--- src/rtl/rcg_pkg.sv ---
package rcg_pkg;
    localparam int unsigned NUM_REG = 4;

    // encoding equals chip-select bit index
    typedef enum logic [1:0] {
        REG_RAM = 2'd0,
        REG_PER = 2'd1,
        REG_LCD = 2'd2,
        REG_ROM = 2'd3
    } region_e;
endpackage

--- src/rtl/rcg_decode.sv ---
module rcg_decode
    import rcg_pkg::*;
#(
    parameter int unsigned ADDR_W = 16,
    parameter int unsigned WAIT_W = 4,
    parameter logic [ADDR_W-1:0] PER_LO = 16'h6000,
    parameter logic [ADDR_W-1:0] PER_HI = 16'h600F,
    parameter logic [ADDR_W-1:0] LCD_LO = 16'h7000,
    parameter logic [ADDR_W-1:0] LCD_HI = 16'h7003,
    parameter logic [ADDR_W-1:0] ROM_LO = 16'h8000,
    parameter logic [ADDR_W-1:0] ROM_HI = 16'hFFFF
) (
    input  logic [ADDR_W-1:0] addr_i,
    input  logic [WAIT_W-1:0] lcd_wait_i,
    input  logic [WAIT_W-1:0] rom_wait_i,
    output region_e           region_o,
    output logic [WAIT_W-1:0] wait_o
);
    always_comb begin
        if (addr_i >= PER_LO && addr_i <= PER_HI) begin
            region_o = REG_PER;
            wait_o   = '0;
        end else if (addr_i >= LCD_LO && addr_i <= LCD_HI) begin
            region_o = REG_LCD;
            wait_o   = lcd_wait_i;
        end else if (addr_i >= ROM_LO && addr_i <= ROM_HI) begin
            region_o = REG_ROM;
            wait_o   = rom_wait_i;
        end else begin
            region_o = REG_RAM;
            wait_o   = '0;
        end
    end
endmodule

--- src/rtl/rcg_per_div.sv ---
module rcg_per_div #(
    parameter int unsigned DIV_W = 4
) (
    input  logic             clk_i,
    input  logic             rst_i,
    input  logic [DIV_W-1:0] div_i,
    output logic             per_clk_o,
    output logic             rise_next_o,
    output logic             fall_next_o
);
    typedef struct packed {
        logic             lvl;
        logic [DIV_W-1:0] cnt;
        logic [DIV_W-1:0] div;
    } per_st_t;

    per_st_t st_d, st_q;
    logic    half_end;
    logic [DIV_W-1:0] div_fix;

    always_comb begin
        div_fix     = (div_i == '0) ? DIV_W'(1) : div_i;
        half_end    = (st_q.cnt == st_q.div - DIV_W'(1));
        rise_next_o = !st_q.lvl && half_end;
        fall_next_o = st_q.lvl && half_end;
        st_d        = st_q;
        if (half_end) begin
            st_d.lvl = !st_q.lvl;
            st_d.cnt = '0;
            if (!st_q.lvl) st_d.div = div_fix;  // latch at rising edge
        end else begin
            st_d.cnt = st_q.cnt + DIV_W'(1);
        end
        if (rst_i) begin
            st_d.lvl = 1'b0;
            st_d.cnt = '0;
            st_d.div = div_fix;
        end
    end

    always_ff @(posedge clk_i) st_q <= st_d;

    assign per_clk_o = st_q.lvl;

    AST_PER_CNT_RANGE: assert property (@(posedge clk_i) disable iff (rst_i)
        (st_q.div != '0) && (st_q.cnt < st_q.div));
    AST_PER_DIV_HOLD: assert property (@(posedge clk_i) disable iff (rst_i)
        ($past(!rst_i) && !$rose(st_q.lvl)) |-> $stable(st_q.div));
endmodule

--- src/rtl/rcg_cpu_seq.sv ---
module rcg_cpu_seq
    import rcg_pkg::*;
#(
    parameter int unsigned DIV_W  = 4,
    parameter int unsigned WAIT_W = 4
) (
    input  logic              clk_i,
    input  logic              rst_i,
    input  logic [DIV_W-1:0]  cpu_div_i,
    input  region_e           region_i,
    input  logic [WAIT_W-1:0] wait_i,
    input  logic              per_rise_next_i,
    input  logic              per_fall_next_i,
    output logic              cpu_clk_o,
    output region_e           region_o
);
    localparam int unsigned CNT_W = ((DIV_W > WAIT_W) ? DIV_W : WAIT_W) + 1;

    typedef enum logic [1:0] {ST_LOW, ST_HOLD, ST_HIGH} cpu_state_e;

    typedef struct packed {
        cpu_state_e       state;
        logic [CNT_W-1:0] cnt;
        logic [DIV_W-1:0] div;
        logic [CNT_W-1:0] hi_len;
        region_e          region;
    } cpu_st_t;

    cpu_st_t st_d, st_q;
    logic [DIV_W-1:0] div_fix;
    logic             low_end;
    logic             high_end;

    always_comb begin
        div_fix  = (cpu_div_i == '0) ? DIV_W'(1) : cpu_div_i;
        low_end  = (st_q.cnt == CNT_W'(st_q.div) - CNT_W'(1));
        high_end = (st_q.region == REG_PER) ? per_fall_next_i
                                            : (st_q.cnt == st_q.hi_len - CNT_W'(1));
        st_d = st_q;
        unique case (st_q.state)
            ST_LOW: begin
                if (low_end) begin
                    st_d.region = region_i;  // decode on stable address
                    st_d.cnt    = '0;
                    st_d.hi_len = CNT_W'(st_q.div) + CNT_W'(wait_i);
                    if (region_i == REG_PER && !per_rise_next_i) st_d.state = ST_HOLD;
                    else                                           st_d.state = ST_HIGH;
                end else begin
                    st_d.cnt = st_q.cnt + CNT_W'(1);
                end
            end
            ST_HOLD: begin
                if (per_rise_next_i) st_d.state = ST_HIGH;
            end
            default: begin
                if (high_end) begin
                    st_d.state = ST_LOW;
                    st_d.cnt   = '0;
                    st_d.div   = div_fix;  // period boundary
                end else begin
                    st_d.cnt = st_q.cnt + CNT_W'(1);
                end
            end
        endcase
        if (rst_i) begin
            st_d.state  = ST_LOW;
            st_d.cnt    = '0;
            st_d.div    = div_fix;
            st_d.hi_len = '0;
            st_d.region = REG_RAM;
        end
    end

    always_ff @(posedge clk_i) st_q <= st_d;

    assign cpu_clk_o = (st_q.state == ST_HIGH);
    assign region_o  = st_q.region;

    AST_CPU_DIV_NONZERO: assert property (@(posedge clk_i) disable iff (rst_i)
        st_q.div != '0);
    AST_HOLD_ONLY_PER: assert property (@(posedge clk_i) disable iff (rst_i)
        (st_q.state == ST_HOLD) |-> (st_q.region == REG_PER));
endmodule

--- src/rtl/rcg_clkgen.sv ---
module rcg_clkgen
    import rcg_pkg::*;
#(
    parameter int unsigned ADDR_W = 16,
    parameter int unsigned DIV_W  = 4,
    parameter int unsigned WAIT_W = 4
) (
    input  logic                 clk_ref_i,
    input  logic                 rst_i,
    input  logic [ADDR_W-1:0]    addr_i,
    input  logic [DIV_W-1:0]     cpu_div_i,
    input  logic [DIV_W-1:0]     per_div_i,
    input  logic [WAIT_W-1:0]    lcd_wait_i,
    input  logic [WAIT_W-1:0]    rom_wait_i,
    output logic                 cpu_clk_o,
    output logic                 per_clk_o,
    output logic [NUM_REG-1:0]   cs_o
);
    region_e           dec_region;
    region_e           cur_region;
    logic [WAIT_W-1:0] dec_wait;
    logic              per_rise_next;
    logic              per_fall_next;

    rcg_decode #(.ADDR_W(ADDR_W), .WAIT_W(WAIT_W)) u_decode (
        .addr_i     (addr_i),
        .lcd_wait_i (lcd_wait_i),
        .rom_wait_i (rom_wait_i),
        .region_o   (dec_region),
        .wait_o     (dec_wait)
    );

    rcg_per_div #(.DIV_W(DIV_W)) u_per_div (
        .clk_i       (clk_ref_i),
        .rst_i       (rst_i),
        .div_i       (per_div_i),
        .per_clk_o   (per_clk_o),
        .rise_next_o (per_rise_next),
        .fall_next_o (per_fall_next)
    );

    rcg_cpu_seq #(.DIV_W(DIV_W), .WAIT_W(WAIT_W)) u_cpu_seq (
        .clk_i           (clk_ref_i),
        .rst_i           (rst_i),
        .cpu_div_i       (cpu_div_i),
        .region_i        (dec_region),
        .wait_i          (dec_wait),
        .per_rise_next_i (per_rise_next),
        .per_fall_next_i (per_fall_next),
        .cpu_clk_o       (cpu_clk_o),
        .region_o        (cur_region)
    );

    assign cs_o = cpu_clk_o ? (NUM_REG'(1) << cur_region) : '0;

    AST_CS_ONEHOT: assert property (@(posedge clk_ref_i) disable iff (rst_i)
        $onehot0(cs_o) && ((cs_o != '0) == cpu_clk_o));
    AST_CS_STEADY: assert property (@(posedge clk_ref_i) disable iff (rst_i)
        (cpu_clk_o && $past(cpu_clk_o)) |-> $stable(cs_o));
    AST_ALIGN_RISE: assert property (@(posedge clk_ref_i) disable iff (rst_i)
        ($rose(cpu_clk_o) && cs_o[REG_PER]) |-> $rose(per_clk_o));
    AST_ALIGN_FALL: assert property (@(posedge clk_ref_i) disable iff (rst_i)
        ($fell(cpu_clk_o) && $past(cs_o[REG_PER])) |-> $fell(per_clk_o));
endmodule

--- config.mk ---
export PLATFORM = sky130hd
export DESIGN_NAME = rcg_clkgen
export DESIGN_NICKNAME = d
export VERILOG_FILES = /design/src/rtl/rcg_pkg.sv /design/src/rtl/rcg_decode.sv /design/src/rtl/rcg_per_div.sv /design/src/rtl/rcg_cpu_seq.sv /design/src/rtl/rcg_clkgen.sv
export SDC_FILE = /design/constraint.sdc
export NUM_CORES = 1
export LEC_CHECK = 0
export ABC_AREA = 0
export CORE_AREA = 3 3 81 83
export CTS_BUF_LIST = sky130_fd_sc_hd__clkbuf_8
export CTS_CLUSTER_DIAMETER = 100
export DETAILED_ROUTE_END_ITERATION = 7
export DIE_AREA = 0 0 84 86
export PLACE_DENSITY = 0.61
export SYNTH_ARGS = -nofsm -noshare
export SYNTH_HDL_FRONTEND = slang
export SYNTH_SLANG_ARGS = --single-unit
--- constraint.sdc ---
create_clock -name clk_ref_i -period 3.4 [get_ports clk_ref_i]
set_input_delay 0.68 -clock clk_ref_i [delete_from_list [all_inputs] [get_ports clk_ref_i]]
set_output_delay 0.68 -clock clk_ref_i [all_outputs]
set_load 0.01 [all_outputs]
==> results.md, run 1 <==
- Fill count: between 600 and 700
- RD Place Congestion: about 0.77
- Post-CTS setup buffer count: 0
- RR Endpoint: u_cpu_seq.st_q[15]
- IO Port Bufs: 37
- Drt drc: 0
- Clk Latency, worst-skew pair: 270 ps
- Hold Path End: u_per_div.st_q[4]
- Worst r2r src: u_cpu_seq.st_q[7]
- Maximum VDD drop: between 0.00015 and 0.0002 V
- Detail Route Antenna Nets: 0
- Fin crit period: roughly 3000 ps
- GRT Overall Usage: around 10%
- RSZ-0062 raised after global routing: no
- Final setup margin: 434 ps
- Site Rows: 28
- Largest net degree at the start of global routing: 16
- Vias: 1468
- First-pass GRT wire length: ~6.1 mm
- Worst reg2reg path depth: 8
- Drt wl/cell: about 12 um
- Max-cap violations: 0
- Mapped Cells: just under 200
- EDFF count, synth: 8
- Crit path DAT: 3180 ps
- Max-slew headroom: around 60%
- CP endpoint kind: register
- Die H: 86 um
- Area grow syn2layout: 27.0%
- TritonCTS buffer count: 3
- Worst stage delay on the critical path: about 450 ps
- Worst Min Path Start: u_per_div.st_q[4]
- Slowest CP cell: clkdlybuf4s50_1
- Reg2reg setup slack: just over 1000 ps
- Syn Std Cell Area: roughly 1700 um^2
- Clock slew at reported path FFs: ~90 ps
- Seq/Total Area, Yosys: about 36%
- Pwr/cell area: roughly 460 nW/um^2
- DR iter-0 viols: 65
- Slew @ Worst Pin: about 600 ps
- Hold Path Depth: 1
- Hold WS: approximately 510 ps
- Worst Hold Class: reg2reg
- Ant diodes: 0
- Layout cells sized above 1: under 10%
- Detailed Route WL: 3.66 mm
- Clock Sinks: 27
- # hold bufs at CTS: 0
- Die ar.: 7220 um^2
- Max Fclk: 0.337 GHz
- Worst Skew: 5.91 ps
- Post-synth cell types: between 40 and 50
- Bufs and invs on worst path: 2
- HPWL after DPL: around 2.9 mm
- Post-synthesis register bit count: 27
- Syn avg cell area: around 9.0 um^2
- CTS tree: built
- GR Overflow Total: 0
- Max Slew Vio Count: 0
- CP Cell Sequence: clkdlybuf4s50_1 > nor4bb_1 > nand3_1 > nor4b_1 > buf_4 > a22o_1 > ha_1 > a21o_1 > a21oi_1 > xnor2_1 > mux2i_1 > nor2_1
- Final period utilization: about 87%
- Clock Tree Root: clkbuf_8
- Die Width: between 80 and 90 um
- Share of flip-flops with an asynchronous set or reset: 0%
- Final net count: ~270
- Final Hold Fails: 0
- Starting density of the core: between 20 and 30%
- Required time of the critical path: around 3600 ps
- Initial antenna violation count: 0
- Longest Clk Path Bufs: 2
- # resized after CTS: 0
- Startpoint types: input port
- Vias per inst: roughly 4.9
- H-tree levels: 1
- Setup TNS Final: 0 ps
- Main synth FF type: dfxtp_1
- I/O pin cnt: 40
- WS Path Type: in2reg
- Mapped Nets: 237
- Worst-path fanout max: 4
- Number of global-route vias before repair: 1368
- Core area: approximately 5900 um^2
- Drt first pass iters: 4
- Run status: completed
- DP Worst Slack: around 110 ps
- Critical path's top delay family: simple AND/OR/NAND/NOR gates
- Leak: slightly below 0.0009 uW
- Yosys warns: 0
- Final setup viols: 0
flip-flops by register name, indices dropped and copies added, names as in the netlist:
name and count:
u_cpu_seq.st_q 16, u_per_div.per_clk_o 1, u_cpu_seq.region_o 2, u_per_div.st_q 8
cells in the mapped netlist (4+ instances only):
master | instances | share of area, %
xor2_1 | 9 | 4.5
nor3_1 | 13 | 3.7
a22o_1 | 7 | 3.5
ha_1 | 9 | 6.5
clkbuf_1 | 8 | 1.7
nand2_1 | 9 | 1.9
nor4_1 | 4 | 1.4
nand3_1 | 6 | 1.7
xnor2_1 | 12 | 6.0
inv_1 | 9 | 1.9
o21ai_0 | 4 | 1.2
or2_2 | 5 | 1.8
nor2b_1 | 4 | 1.4
dfxtp_1 | 19 | 22
a21o_1 | 4 | 1.7
edfxtp_1 | 8 | 14
nor2_1 | 16 | 3.5
a21oi_1 | 10 | 2.9
where the power goes:
group | switching (uW) | total, uW | internal [uW] | leakage (uW)
clock network | 99.5 | 182 | 82.1 | 0.0000255
registers | 83.5 | 466 | 382 | 0.000233
logic | 161 | 365 | 204 | 0.000607
total | 344 | 1010 | 669 | 0.000865
cell families after synthesis:
kind of cell,count (synthesis),synth area share [%]
fa+ha+maj,10,7.63
xor+xnor,21,10.6
compound gates,38,15.6
buf+inv,20,5.62
flops,27,35.7
mux,3,1.73
simple gates,74,23.1
metal layers:
layer | share of wire [%] | global-route usage [%] | vias up
li1 | - | - | 751
met1 | 48 | 12.9 | 692
met2 | 48 | 17.9 | 21
met3 | 2.4 | 1.54 | 4
met4 | 0.82 | 2.63 | 0
met5 | 0 | 0 | -
cells in the final DEF, fill, tap and decap left out, drive strengths merged, types with 5 or more instances in the layout:
cell type,netlist,final
a21oi,11,11
a22o,7,7
clkdlybuf4s50,0,37
dfxtp,19,19
edfxtp,8,8
ha,9,9
inv,9,9
nand2,10,10
nand3,6,6
nor2,17,17
nor3,14,14
or2,5,5
xnor2,12,12
xor2,9,9
per-stage QoR:
stage | instances | power (uW) | area [um^2] | util, %
2_1_floorplan | 193 | 742 | 1740 | -
3_3_place_gp | 297 | 832 | 2160 | 36.5
3_5_place_dp | 297 | 838 | 2160 | 36.5
4_1_cts | 301 | 1020 | 2210 | 37.3
5_1_grt | 301 | 1080 | 2210 | 37.3
6_report | 301 | 1010 | 2210 | 37.3
worst register-to-register path, delay by kind of cell, from the launching register on:
kind / cells / cell delay, ps
AOI/OAI and AO/OA: 5 / 1360
DFF: 1 / 450
adders and majority gates: 1 / 240
xor gates and xnor gates: 1 / 150
buffers and inverters: 1 / 70
final cells by class:
type	count	area, um^2	share of cell area (%)
clock buffer	3	41.3	1.87
clock inverter	1	5.00	0.227
inverter	9	33.8	1.53
multi-input combinational	146	1020	46.2
sequential	27	621	28.1
tap	75	93.8	4.25
timing repair buffer	40	393	17.8
worst max-delay path by stage:
stage               slack, ps  cells after the start  startpoint           endpoint
floorplan                 670                     10   addr_i[8]  u_cpu_seq.st_q[5]
global placement          130                     12  addr_i[14]  u_cpu_seq.st_q[5]
detailed placement        110                     12  addr_i[14]  u_cpu_seq.st_q[5]
CTS                       390                     12  addr_i[14]  u_cpu_seq.st_q[5]
global route              270                     12  addr_i[14]  u_cpu_seq.st_q[5]
finish                    430                     12  addr_i[14]  u_cpu_seq.st_q[5]
Power figures use the tool's default switching activity.
==> run 2: changes to the inputs <==
- CAP_MARGIN: unset -> 20
- CORE_AREA: 3 3 81 83 -> 2 2 80 82
- DIE_AREA: 0 0 84 86 -> 0 0 82 84
==> run 2 against run 1 <==
Critical path depth did not move. Critical path type unchanged. Cell count grew 0.66%. Clock-buffer cell count unchanged. Sequential share of layout area about the same. Highest routed layer unchanged. Routed wire length shrank 4.0%. Combinational power shrank 1%. Register-to-register slack got worse by 40 ps.
==> results.md, run 2 (synthesis gave the netlist of run 1 again) <==
- HPWL after DPL: 2.79 mm
- Clk Latency, worst-skew pair: 280 ps
- Final setup margin: ~500 ps
- H-tree levels: 1
- Number of global-route vias before repair: ~1500
- Drt wl/cell: ~12 um
- Fill count: roughly 620
- Int Power: roughly 670 uW
- Leak: roughly 0.00087 uW
- Crit path DAT: around 3100 ps
- Required time of the critical path: between 3000 and 4000 ps
- FF/Latch Area: slightly above 600 um^2
- Net switching power: between 300 and 400 uW
- Max-slew headroom: ~60%
- Final net count: ~270
- Die Width: 82 um
- Flop pwr share: 45.7%
- Initial antenna violation count: 0
- Starting density of the core: between 20% and 30%
- Max-cap violations: 0
- Core area: around 6100 um^2
- Final Hold Fails: 0
- Worst-path fanout max: 4
- Max Fclk: roughly 0.34 GHz
- Layout cells sized above 1: 7.96%
- Reg2reg setup slack: around 990 ps
- Setup TNS Final: 0 ps
- Worst Hold Class: reg2reg
- Run status: completed
- Detail Route Antenna Nets: 0
- RD Place Congestion: 0.739
- Fin crit period: roughly 2900 ps
- Gate power share: a little over a third
- # hold bufs at CTS: 0
- WS Path Type: in2reg
- DR iter-0 viols: 79
- GR Overflow Total: 0
- GRT Overall Usage: between 10 and 15%
- Maximum VDD drop: 0.000204 V
- Ant diodes: 0
- Final period utilization: 85.4%
- Area of the multi-input gates: 1020 um^2
- Drt first pass iters: 4
- Site Rows: 29
- Commonest non-fill, non-tap cell in the layout: clkdlybuf4s50_1
- Clock Tree Root: clkbuf_8
- Switch share: 34.1%
- Worst Skew: 2.94 ps
- IO Port Bufs: 37
- Clock Sinks: 27
- DP Worst Slack: 161 ps
- CP Cell Sequence: clkdlybuf4s50_1 > nor4bb_1 > nand3_1 > nor4b_1 > buf_4 > a22o_1 > ha_1 > a21o_1 > a21oi_1 > xnor2_1 > mux2i_1 > nor2_1
- Longest Clk Path Bufs: 2
- Area grow syn2layout: 27.1%
- RSZ-0062 raised after global routing: no
- Drt drc: 0
- Slew @ Worst Pin: around 600 ps
- Max Slew Vio Count: 0
- Worst stage delay on the critical path: ~440 ps
- Pwr/cell area: 459 nW/um^2
- TritonCTS buffer count: 3
- Bufs and invs on worst path: 2
- Vias per inst: 4.77
- CP endpoint kind: register
- I/O pin cnt: 40
- Commonest cells after routing, fill and taps aside: clkdlybuf4s50_1, dfxtp_1, nor2_1
- Critical path's top delay family: simple AND/OR/NAND/NOR gates
- Detailed Route WL: approximately 3.5 mm
- # resized after CTS: 0
- Slowest CP cell: clkdlybuf4s50_1
- Post-CTS setup buffer count: 0
- First-pass GRT wire length: ~6.3 mm
- Largest net degree at the start of global routing: 17
- Startpoint types: input port
- Clock power frac: approximately a fifth
- Hold WS: roughly 490 ps
- Final setup viols: 0
- Die ar.: about 6900 um^2
- CTS tree: built
- Clock slew at reported path FFs: 100 ps
- Vias: approximately 1400
- Top reg by flops: u_cpu_seq.st_q
- Die H: 84 um
- Max reg flops: 16
[run 2: cell counts in the layout (fill, tap and decap cells not counted)]
No cell type changed its count.
[run 2: cell type report]
| class | count | share of cell area [%] |
|---|---|---|
| Sequential cell | 27 | 28.1 |
| Timing Repair Buffer | 40 | 17.8 |
| Multi-Input combinational cell | 146 | 46.1 |
| Clock inverter | 1 | 0.227 |
| Inverter | 9 | 1.53 |
| Clock buffer | 3 | 1.87 |
| Tap cell | 77 | 4.36 |
[run 2: worst register-to-register path, delay by kind of cell (launching register included)]
family | cells | cell delay (ps)
adder cells (fa/ha/maj) | 1 | 230
XOR/XNOR | 1 | 150
flip-flops | 1 | 450
AO/OA/AOI/OAI | 5 | 1410
buffers and inverters | 1 | 70
[run 2: per-layer routing]
| layer | wire, um | up-vias | GRT usage, % |
|---|---|---|---|
| li1 | - | 757 | - |
| met3 | 124 | 4 | 1.62 |
| met4 | 36 | 0 | 2.88 |
| met1 | 1650 | 661 | 14.8 |
| met2 | 1700 | 24 | 18.5 |
| met5 | 0 | - | 0 |
[run 2: worst paths after layout]
check / startpoint / end / depth (start not counted)
setup / recovery: addr_i[14] / u_cpu_seq.st_q[5] / 12
hold / removal: u_per_div.st_q[4] / u_per_div.st_q[4] / 1
setup reg to reg: u_cpu_seq.st_q[8] / u_cpu_seq.st_q[14] / 8
hold reg to reg: u_per_div.st_q[4] / u_per_div.st_q[4] / 1
[run 2: through the flow]
step                instance area [um^2]  utilization (%)  power (uW)  cells
finish                              2210             36.2        1010    303
global route                        2210             36.2        1100    303
CTS                                 2210             36.2        1020    303
detailed placement                  2160             35.5         835    299
global placement                    2160             35.5         829    299
floorplan                           1740                -         742    193
[run 2: power groups by stage]
stage,logic (uW),clock network [uW],registers [uW]
finish,361,189,464
global route,414,208,476
CTS,366,194,463
detailed placement,364,0,471
global placement,357,0,472
floorplan,305,0,436
==> run 3: changes to the inputs <==
- CORE_AREA: 2 2 80 82 -> 2 2 73 89
- DIE_AREA: 0 0 82 84 -> 0 0 75 91
==> run 3 against run 2 <==
Clock-buffer cell count stayed put. Fmax is 0.22% higher. Sequential share of layout area is 0.079 points lower. Critical path depth stayed put.
==> results.md, run 3 (synthesis gave the netlist of run 1 again) <==
- Run status: completed
- Number of global-route vias before repair: between 1000 and 1500
- Die H: 91 um
- Longest Clk Path Bufs: 2
- Net switching power: between 300 and 400 uW
- Slew @ Worst Pin: between 500 and 600 ps
- # resized after CTS: 0
- Max Slew Vio Count: 0
- Vias: 1449
- Drt first pass iters: 4
- Int Power: around 670 uW
- Clock Sinks: 27
- Placed cells: 304
- RD Place Congestion: between 0.7 and 0.8
- Final period utilization: between 80% and 90%
- Die ar.: just under 7000 um^2
- Largest net degree at the start of global routing: 18
- Worst Skew: just under 7 ps
- Clock power frac: between 10% and 20%
- CTS tree: built
- Starting density of the core: a little under 30%
- Met1 usage: between 10% and 20%
- Detailed Route WL: between 3 and 4 mm
- Ant diodes: 0
- I/O pin cnt: 40
- Maximum VDD drop: about 0.00016 V
- Leak: between 0.0008 and 0.0009 uW
- Clk Latency, worst-skew pair: about 280 ps
- Area grow syn2layout: 27.5%
- Layout cells sized above 1: under 10%
- Vias per inst: between 4 and 5
- Max-cap violations: 0
- Worst Hold Class: reg2reg
- Required time of the critical path: 3570 ps
- Met3 usage: between 1.5 and 2%
- Final net count: approximately 270
- Startpoint types: input port
- Top Usage Layer GRT: met2
- Drt wl/cell: about 12 um
- TritonCTS buffer count: 3
- Clock Tree Root: clkbuf_8
- Commonest non-fill, non-tap cell in the layout: clkdlybuf4s50_1
- Core area: approximately 6000 um^2
- Fin cells: around 300
- Detail Route Antenna Nets: 0
- Fill count: 603
- Final setup viols: 0
- Pwr/cell area: 459 nW/um^2
- Clock slew at reported path FFs: about 100 ps
- Die Width: roughly 75 um
- HPWL after DPL: around 2.8 mm
- WS Path Type: in2reg
- # hold bufs at CTS: 0
- H-tree levels: 1
- Max reg flops: 16
- Critical path's top delay family: simple AND/OR/NAND/NOR gates
- Switch share: between 30% and 40%
- First-pass GRT wire length: ~6.3 mm
- RSZ-0062 raised after global routing: no
- Final Hold Fails: 0
- Drt drc: 0
- Commonest cells after routing, fill and taps aside: clkdlybuf4s50_1, dfxtp_1, nor2_1
- Initial antenna violation count: 0
- Worst-path fanout max: 4
- CP endpoint kind: register
- Bufs and invs on worst path: 2
- Max Fclk: about 0.35 GHz
- Setup TNS Final: 0 ps
- Top reg by flops: u_cpu_seq.st_q
- Worst stage delay on the critical path: 440 ps
- GRT Overall Usage: roughly 12%
- Crit path DAT: slightly above 3000 ps
- Fin crit period: 2900 ps
- IO Port Bufs: 37
- Site Rows: 31
- CP Cell Sequence: clkdlybuf4s50_1 > nor4bb_1 > nand3_1 > nor4b_1 > buf_4 > a22o_1 > ha_1 > a21o_1 > a21oi_1 > xnor2_1 > mux2i_1 > nor2_1
- Met2 GRT Util: 18.4%
- Flop pwr share: a little under half
- DR iter-0 viols: between 100 and 150
- Gate power share: approximately 36%
- GR Overflow Total: 0
- Slowest CP cell: clkdlybuf4s50_1
- Max-slew headroom: a little over 60%
- Post-CTS setup buffer count: 0
## run 3: cell counts in the layout (fill, tap and decap cells not counted)
Identical to the previous run, type by type.
## run 3: power groups by stage
stage / clock network (uW) / logic [uW] / registers, uW
3_5_place_dp: 0 / 366 / 473
4_1_cts: 192 / 369 / 465
5_1_grt: 201 / 415 / 480
3_3_place_gp: 0 / 361 / 472
6_report: 187 / 365 / 467
2_1_floorplan: 0 / 305 / 436
## run 3: worst reg2reg max path, cell delays in order, from the launching register on
cell and delay (ps):
edfxtp_1 450, inv_1 70, ha_1 220, xor2_1 150, o32ai_1 240, o2111a_1 520, o21ai_0 170, a31o_2 230
a22o_1 210
## run 3: per-layer routing
layer	routed length (um)	part of all wire [%]
met5	0	0
met3	155	4.3
met2	1730	48
met4	61	1.7
met1	1650	46
## run 3: worst paths after layout
check,endpoint,startpoint,slack (ps),cells after the start
worst max-delay path,u_cpu_seq.st_q[5],addr_i[14],500,12
worst min-delay path,u_per_div.st_q[4],u_per_div.st_q[4],490,1
worst max register to register,u_cpu_seq.st_q[14],u_cpu_seq.st_q[8],1030,8
worst min register to register,u_per_div.st_q[4],u_per_div.st_q[4],490,1
## run 3: metrics by stage
step,area [um^2],total power [uW],util [%],hold WS [ps],setup WS (ps)
finish,2220,1020,37.3,493,502
CTS,2220,1030,37.3,492,475
global route,2220,1100,37.3,512,243
global placement,2170,833,36.6,462,232
detailed placement,2170,839,36.6,469,186
floorplan,1740,742,-,440,668
## run 3: final cells by class
class	instances	area [um^2]	area share, %
multi-input cells	146	1020	46.0
flip-flops and latches	27	621	28.0
well taps	82	103	4.63
repair buffers	40	393	17.7
inverters	9	33.8	1.52
clock buffers	3	41.3	1.86
clock inverters	1	5.00	0.226
